==> src/rtl/perfcnt_pkg.sv <==
package perfcnt_pkg;

    localparam int unsigned EVT_BUS_W = 19;

    typedef enum logic [1:0] {
        PC_REG_CTRL = 2'd0,
        PC_REG_SEL  = 2'd1,
        PC_REG_LOAD = 2'd2,
        PC_REG_NONE = 2'd3
    } pc_reg_e;

    localparam int unsigned PC_CTL_EN    = 0;
    localparam int unsigned PC_CTL_CLR   = 1;
    localparam int unsigned PC_CTL_OVCLR = 2;

    // Increment contributed this cycle by event code 'code' on bus 'bus'.
    function automatic logic [1:0] pc_code_inc(input int unsigned code,
                                               input logic [EVT_BUS_W-1:0] bus);
        logic [1:0] r;
        r = 2'd0;
        case (code)
            0:  r = {1'b0, bus[0]};
            1:  r = {1'b0, bus[1]};
            2:  r = {1'b0, bus[2]};
            3:  r = {1'b0, bus[3]};
            4:  r = {1'b0, bus[4]};
            5:  r = {1'b0, bus[5]};
            6:  r = {1'b0, bus[7]};
            7:  r = bus[9] ? 2'd2 : {1'b0, bus[8]};
            9:  r = {1'b0, bus[10]};
            10: r = {1'b0, bus[11]};
            11: r = {1'b0, bus[12]};
            12: r = {1'b0, bus[13]};
            13: r = bus[15] ? 2'd2 : {1'b0, bus[14]};
            15: r = {1'b0, bus[16]};
            16: r = {1'b0, bus[17]};
            17: r = {1'b0, bus[18]};
            default: r = 2'd0;
        endcase
        return r;
    endfunction

endpackage

==> src/rtl/pc_evt_decode.sv <==
module pc_evt_decode
    import perfcnt_pkg::*;
#(
    parameter int unsigned SEL_W = 5
) (
    input  logic [SEL_W-1:0]     sel_i,
    input  logic [EVT_BUS_W-1:0] bus_i,
    output logic [1:0]           inc_o
);
    localparam int unsigned NCODES = 1 << SEL_W;

    logic [1:0] inc_tab [NCODES];

    for (genvar c = 0; c < NCODES; c++) begin : g_code
        assign inc_tab[c] = pc_code_inc(c, bus_i);
    end

    assign inc_o = inc_tab[sel_i];
endmodule

==> src/rtl/pc_ctrl_regs.sv <==
module pc_ctrl_regs
    import perfcnt_pkg::*;
#(
    parameter int unsigned SEL_W  = 5,
    parameter int unsigned DATA_W = 32
) (
    input  logic              clk_i,
    input  logic              rst_i,
    input  logic              wr_en_i,
    input  logic [1:0]        wr_addr_i,
    input  logic [DATA_W-1:0] wr_data_i,
    output logic              en_o,
    output logic [SEL_W-1:0]  sel_o,
    output logic              clr_cnt_o,
    output logic              clr_ovf_o,
    output logic              load_o,
    output logic [DATA_W-1:0] load_val_o
);
    typedef struct packed {
        logic             en;
        logic [SEL_W-1:0] sel;
    } regs_t;

    regs_t st_d, st_q;
    logic  wr_ctrl, wr_sel, wr_load;

    always_comb begin
        wr_ctrl = wr_en_i && (pc_reg_e'(wr_addr_i) == PC_REG_CTRL);
        wr_sel  = wr_en_i && (pc_reg_e'(wr_addr_i) == PC_REG_SEL);
        wr_load = wr_en_i && (pc_reg_e'(wr_addr_i) == PC_REG_LOAD);
        st_d    = st_q;
        if (wr_ctrl) st_d.en  = wr_data_i[PC_CTL_EN];
        if (wr_sel)  st_d.sel = wr_data_i[SEL_W-1:0];
    end

    always_ff @(posedge clk_i) begin
        if (rst_i) st_q <= '0;
        else       st_q <= st_d;
    end

    assign en_o       = st_q.en;
    assign sel_o      = st_q.sel;
    assign clr_cnt_o  = wr_ctrl && wr_data_i[PC_CTL_CLR];
    assign clr_ovf_o  = wr_ctrl && wr_data_i[PC_CTL_OVCLR];
    assign load_o     = wr_load;
    assign load_val_o = wr_data_i;
endmodule

==> src/rtl/pc_count_core.sv <==
module pc_count_core #(
    parameter int unsigned CNT_W = 32
) (
    input  logic             clk_i,
    input  logic             rst_i,
    input  logic             en_i,
    input  logic [1:0]       inc_i,
    input  logic             clr_cnt_i,
    input  logic             clr_ovf_i,
    input  logic             load_i,
    input  logic [CNT_W-1:0] load_val_i,
    output logic [CNT_W-1:0] count_o,
    output logic             ovf_o
);
    typedef struct packed {
        logic [CNT_W-1:0] cnt;
        logic             ovf;
    } core_t;

    core_t          st_d, st_q;
    logic [CNT_W:0] sum;
    logic           step;

    always_comb begin
        st_d = st_q;
        sum  = {1'b0, st_q.cnt} + {{(CNT_W-1){1'b0}}, inc_i};
        step = en_i && !clr_cnt_i && !load_i;
        if (clr_ovf_i) st_d.ovf = 1'b0;
        if (clr_cnt_i) begin
            st_d.cnt = '0;
        end else if (load_i) begin
            st_d.cnt = load_val_i;
        end else if (en_i) begin
            st_d.cnt = sum[CNT_W-1:0];
        end
        if (step && sum[CNT_W]) st_d.ovf = 1'b1;
    end

    always_ff @(posedge clk_i) begin
        if (rst_i) st_q <= '0;
        else       st_q <= st_d;
    end

    assign count_o = st_q.cnt;
    assign ovf_o   = st_q.ovf;
endmodule

==> src/rtl/evsel_perf_counter.sv <==
module evsel_perf_counter
    import perfcnt_pkg::*;
#(
    parameter int unsigned CNT_W = 32,
    parameter int unsigned SEL_W = 5
) (
    input  logic                 clk_i,
    input  logic                 rst_i,
    input  logic [EVT_BUS_W-1:0] evt_bus_i,
    input  logic                 wr_en_i,
    input  logic [1:0]           wr_addr_i,
    input  logic [CNT_W-1:0]     wr_data_i,
    output logic [CNT_W-1:0]     count_o,
    output logic                 ovf_o
);
    logic             en_q;
    logic [SEL_W-1:0] sel_q;
    logic             clr_cnt, clr_ovf, load;
    logic [CNT_W-1:0] load_val;
    logic [1:0]       inc;

    pc_ctrl_regs #(.SEL_W(SEL_W), .DATA_W(CNT_W)) u_regs (
        .clk_i      (clk_i),
        .rst_i      (rst_i),
        .wr_en_i    (wr_en_i),
        .wr_addr_i  (wr_addr_i),
        .wr_data_i  (wr_data_i),
        .en_o       (en_q),
        .sel_o      (sel_q),
        .clr_cnt_o  (clr_cnt),
        .clr_ovf_o  (clr_ovf),
        .load_o     (load),
        .load_val_o (load_val)
    );

    pc_evt_decode #(.SEL_W(SEL_W)) u_dec (
        .sel_i (sel_q),
        .bus_i (evt_bus_i),
        .inc_o (inc)
    );

    pc_count_core #(.CNT_W(CNT_W)) u_core (
        .clk_i      (clk_i),
        .rst_i      (rst_i),
        .en_i       (en_q),
        .inc_i      (inc),
        .clr_cnt_i  (clr_cnt),
        .clr_ovf_i  (clr_ovf),
        .load_i     (load),
        .load_val_i (load_val),
        .count_o    (count_o),
        .ovf_o      (ovf_o)
    );
endmodule

==> config.mk <==
export PLATFORM = sky130hd
export DESIGN_NAME = evsel_perf_counter
export DESIGN_NICKNAME = d
export VERILOG_FILES = /design/src/rtl/perfcnt_pkg.sv /design/src/rtl/pc_evt_decode.sv /design/src/rtl/pc_ctrl_regs.sv /design/src/rtl/pc_count_core.sv /design/src/rtl/evsel_perf_counter.sv
export SDC_FILE = /design/constraint.sdc
export NUM_CORES = 1
export LEC_CHECK = 0
export BUFFER_PORTS_ARGS = -buffer_cell sky130_fd_sc_hd__buf_2
export CORE_MARGIN = 2
export CORE_UTILIZATION = 35
export CTS_CLUSTER_SIZE = 12
export DETAILED_ROUTE_END_ITERATION = 10
export GPL_TIMING_DRIVEN = 0
export MAX_ROUTING_LAYER = met4
export RECOVER_POWER = 50
export SLEW_MARGIN = 20
export SYNTH_ARGS = -nofsm -noshare
export SYNTH_HDL_FRONTEND = slang
export SYNTH_SLANG_ARGS = --single-unit
export TNS_END_PERCENT = 5
==> constraint.sdc <==
create_clock -name clk_i -period 8.6 [get_ports clk_i]
set_input_delay 1.29 -clock clk_i [delete_from_list [all_inputs] [get_ports clk_i]]
set_output_delay 1.29 -clock clk_i [all_outputs]
set_load 0.01 [all_outputs]
==> impl_metrics.py <==
metrics = {
    "clock_tree": {
        "post_cts_resized": 0,
        "clkLatencyLatePin_ns": 0.29,
        "postCtsSetupBuffers": 0,
        "numClockSinks": 39,
        "number_of_h_tree_levels": 2,
        "max-clock-path-buffers": 2,
        "cts_root_buffer": "clkbuf_8",
        "cts_hold_buffers": 0,
        "tritoncts.num_buffers": 5,
        "tritoncts": "built",
        "worst_setup_hold_path_clk_slew_ns": 0.08,
    },
    "timing": {
        "final_max_slew_viol_count": 0,
        "rsz_0062_raised_after_global_routing": "no",
        "final_critical_path_setup_slack_ns": 4.839,
        "slew-limit-headroom_pct": 59.67,
        "timing.clock.skew_ns": 0.006427,
        "fin_setup_tns_ns": 0,
        "hold_ws_ns": 0.4922,
        "setup-violations-final": 0,
        "hold_viol_final": 0,
        "share_of_the_cycle_needed_by_the_critical_path_after_routing_pct": 43.74,
        "max_freq_mhz": 265.9,
        "period_minus_slack_ns": 3.761,
        "worst_margin_slew_ns": 0.6049,
    },
    "setup_path": {
        "slowest_delay_ns": 0.52,
        "required_ns": 8.77,
        "timing.rr.end": "u_core.count_o[20]",
        "critPathMostFrequentCell": "o21ai_1",
        "setup.reg_to_reg.worst_slack_ns": 5.47,
        "r2r.worst_path.cells": 12,
        "crit-reg2reg-launch": "u_regs.sel_o[1]",
        "worst-endpoint-arrival_ns": 3.93,
        "critical_path.endpoint_type": "flop",
        "cpMaxStageDelayCell": "fa_1",
        "cp-start-kind": "primary input",
        "crit_fanout": 7,
        "timing.critical_path.cells": "buf_2 > nor2b_1 > mux4_2 > a21oi_1 > a2111o_1 > o21ai_1 > ha_1 > inv_1 > fa_1 > nor3b_4 > nand4_1 > xor2_1 > o21ai_1",
        "critPathKind": "in -> reg",
    },
    "placement": {
        "detailedPlace.worstSlack_ns": 4.549,
        "placedInstanceArea_sq_mm": 0.002735,
        "routabilityCongestion": 0.7619,
        "placed_cells": 409,
        "port_buffers": 86,
        "detailed_place_hpwl_um": 4494,
    },
    "detailed_routing": {
        "drtPass1Iterations": 4,
        "drt_first_iter_violations": 108,
        "postRouteAntennaNets": 0,
        "number_of_design_rule_violations_left_after_detail_routing": 0,
        "finalWirelength_um": 5886,
        "drt-wirelength-per-cell_um": 14.12,
        "routed_via_density": 5.096,
        "route.vias.total": 2125,
    },
    "pwr": {
        "power_switching_share_pct": 24.81,
        "leakage_nw": 1.132,
        "share_comb_of_total_power_pct": 12.6,
        "p_sw_w": 0.0001011,
        "share_clk_of_total_power_pct": 39.2,
        "p_per_area_mw_per_mm2": 145.0,
        "p_seq_share_pct": 48.2,
        "pint_w": 0.0003063,
        "vdd.ir_drop.worst_v": 0.00007394,
    },
    "layout": {
        "finish.net_count": 400,
        "layout_cell_share_with_drive_strength_beyond_1_pct": 23.98,
        "final_cell_count_no_fill": 417,
        "layout_commonest_cell": "buf_2",
        "synthToLayoutAreaGrowth_pct": 27.05,
        "insertedDiodeCount": 0,
        "mostFrequentLayoutCells": "59 x buf_2, 39 x dfxtp_1, 37 x clkbuf_1, 28 x nand2_1, 27 x o21ai_1",
        "finish.instance_area_sq_mm": 0.002809,
    },
    "global_route": {
        "grt_use_total_pct": 17.61,
        "antenna_found_initial": 0,
        "grt_max_degree": 13,
        "wire_length_of_the_first_global_routing_pass_um": 9901,
        "grt_pass1_vias": 2095,
        "globalRouteOverflowTotal": 0,
    },
    "synthesis": {
        "synth-seq-area-share_pct": 35.31,
        "yosys.area_share.simple_pct": 27.56,
        "synthDistinctLibCells": 38,
        "synthesis.area_per_instance_sq_um": 8.915,
        "synthMuxAreaShare_pct": 7.131,
        "syn_inst": 248,
        "netlist_area_before_placement_sq_mm": 0.002211,
        "yosys_warnings": 0,
        "synth_xor_area_share_pct": 11.88,
        "main_combinational_cell_family_by_area_after_synthesis": "simple AND/OR/NAND/NOR gates",
        "syn_nets": 307,
        "synth_seq_cells": 39,
        "synthAdderAreaFrac_pct": 2.037,
        "synth_compound_gate_area_share_pct": 12.96,
    },
    "floorplanning": {
        "coreArea_sq_mm": 0.006026,
        "chipWidth_um": 83.48,
        "fp-row-count": 28,
        "pin_count": 89,
        "die_outline_area_sq_mm": 0.006969,
        "initial_standard_cell_utilization_of_the_core_pct": 36.69,
        "fp.dieH_um": 83.48,
    },
    "worst_hold_path": {
        "min_delay_path_depth": 2,
        "min_path_type": "reg -> reg",
        "startpoint_of_the_lowest_slack_hold_path": "u_core.ovf_o",
        "whs_endpoint": "u_core.ovf_o",
    },
    "run": {
        "max_cap_violations": 0,
    },
    "run_status": {
        "status": "finished clean",
    },
}
## final cells by class
cell class / instances / area [sq um]
fillers: 627 / 3217
multi-input cells: 194 / 1356
flip-flops and latches: 39 / 780.7
repair buffers: 86 / 391.6
well taps: 75 / 93.84
clock buffers: 6 / 82.58
plain buffers: 12 / 57.56
clock inverters: 2 / 35.03
inverters: 3 / 11.26
## synth_stat cells
cell type,count,area (sq um)
dfxtp_1,39,780.8
nand2_1,28,105.1
o21ai_1,27,135.1
xor2_1,22,192.7
nor2_1,16,60.06
a21oi_1,14,70.07
nand4_1,11,68.82
mux2i_1,9,90.09
xnor2_1,8,70.07
clkbuf_1,6,22.52
nand3_1,6,30.03
nand3b_1,6,45.04
and3_1,5,31.28
a211oi_1,4,30.03
and4_1,4,35.03
buf_2,4,20.02
inv_1,3,11.26
mux4_2,3,67.56
nand4b_1,3,26.28
nor2b_1,3,18.77
o21ai_0,3,15.01
a21oi_2,2,17.52
ha_1,2,25.02
nand4_2,2,25.02
nor3_1,2,10.01
nor3b_1,2,15.01
nor3b_2,2,25.02
nor4_4,2,42.54
a2111o_1,1,11.26
a21o_1,1,7.510
buf_1,1,3.750
buf_6,1,11.26
fa_1,1,20.02
nand4_4,1,21.27
nor3b_4,1,18.77
nor4_2,1,12.51
nor4b_1,1,8.760
or4b_2,1,10.01
## worst max-delay path by stage
stage | startpoint | end | slack, ns | cells after the start
after floorplan | evt_bus_i[14] | u_core.count_o[14] | 4.96 | 12
after global placement | evt_bus_i[15] | u_core.count_o[24] | 4.54 | 13
after detailed placement | evt_bus_i[15] | u_core.count_o[30] | 4.55 | 13
after CTS | evt_bus_i[15] | u_core.count_o[30] | 4.84 | 13
after global routing | evt_bus_i[15] | u_core.count_o[14] | 4.64 | 13
final | evt_bus_i[15] | u_core.count_o[20] | 4.84 | 13
## critical path: cells and delay by family
family | cells | cell delay [ns]
xor+xnor | 1 | 0.22
simple gates | 3 | 0.68
compound gates | 4 | 0.63
fa+ha+maj | 2 | 0.71
buf+inv | 2 | 0.16
mux | 1 | 0.24
## power groups by stage
| stage | registers [W] | logic (W) | clock network, W |
|---|---|---|---|
| floorplan | 0.000202 | 0.0000251 | 0 |
| CTS | 0.000196 | 0.0000535 | 0.000165 |
| global route | 0.000198 | 0.0000572 | 0.000174 |
| global placement | 0.000200 | 0.0000526 | 0 |
| detailed placement | 0.000201 | 0.0000530 | 0 |
| finish | 0.000196 | 0.0000512 | 0.000160 |
## flip-flops by register name (all words and copies together), names as in the netlist
register        flops
u_core.ovf_o        1
u_regs.en_o         1
u_regs.sel_o        5
u_core.count_o     32
## logic make-up after synthesis
logic type / Yosys count
adder cells (fa/ha/maj): 3
XOR/XNOR: 30
multiplexers: 12
AND/OR/NAND/NOR: 97
AO/OA/AOI/OAI: 52
buffers and inverters: 15
flip-flops: 39
## metal layers
metal,up-vias,global-route usage (%),routed length (um)
li1,1075,-,-
met1,983,22.72,2745
met4,0,3.372,25
met5,-,-,0
met2,63,28.23,2723
met3,4,4.550,392
## per-stage QoR
stage	util (%)	power, W
6_report	46.62	0.0004074
5_1_grt	46.62	0.0004288
4_1_cts	47.34	0.0004151
3_5_place_dp	45.39	0.0002536
3_3_place_gp	45.39	0.0002529
2_1_floorplan	-	0.0002273
Power figures use the tool's default switching activity.
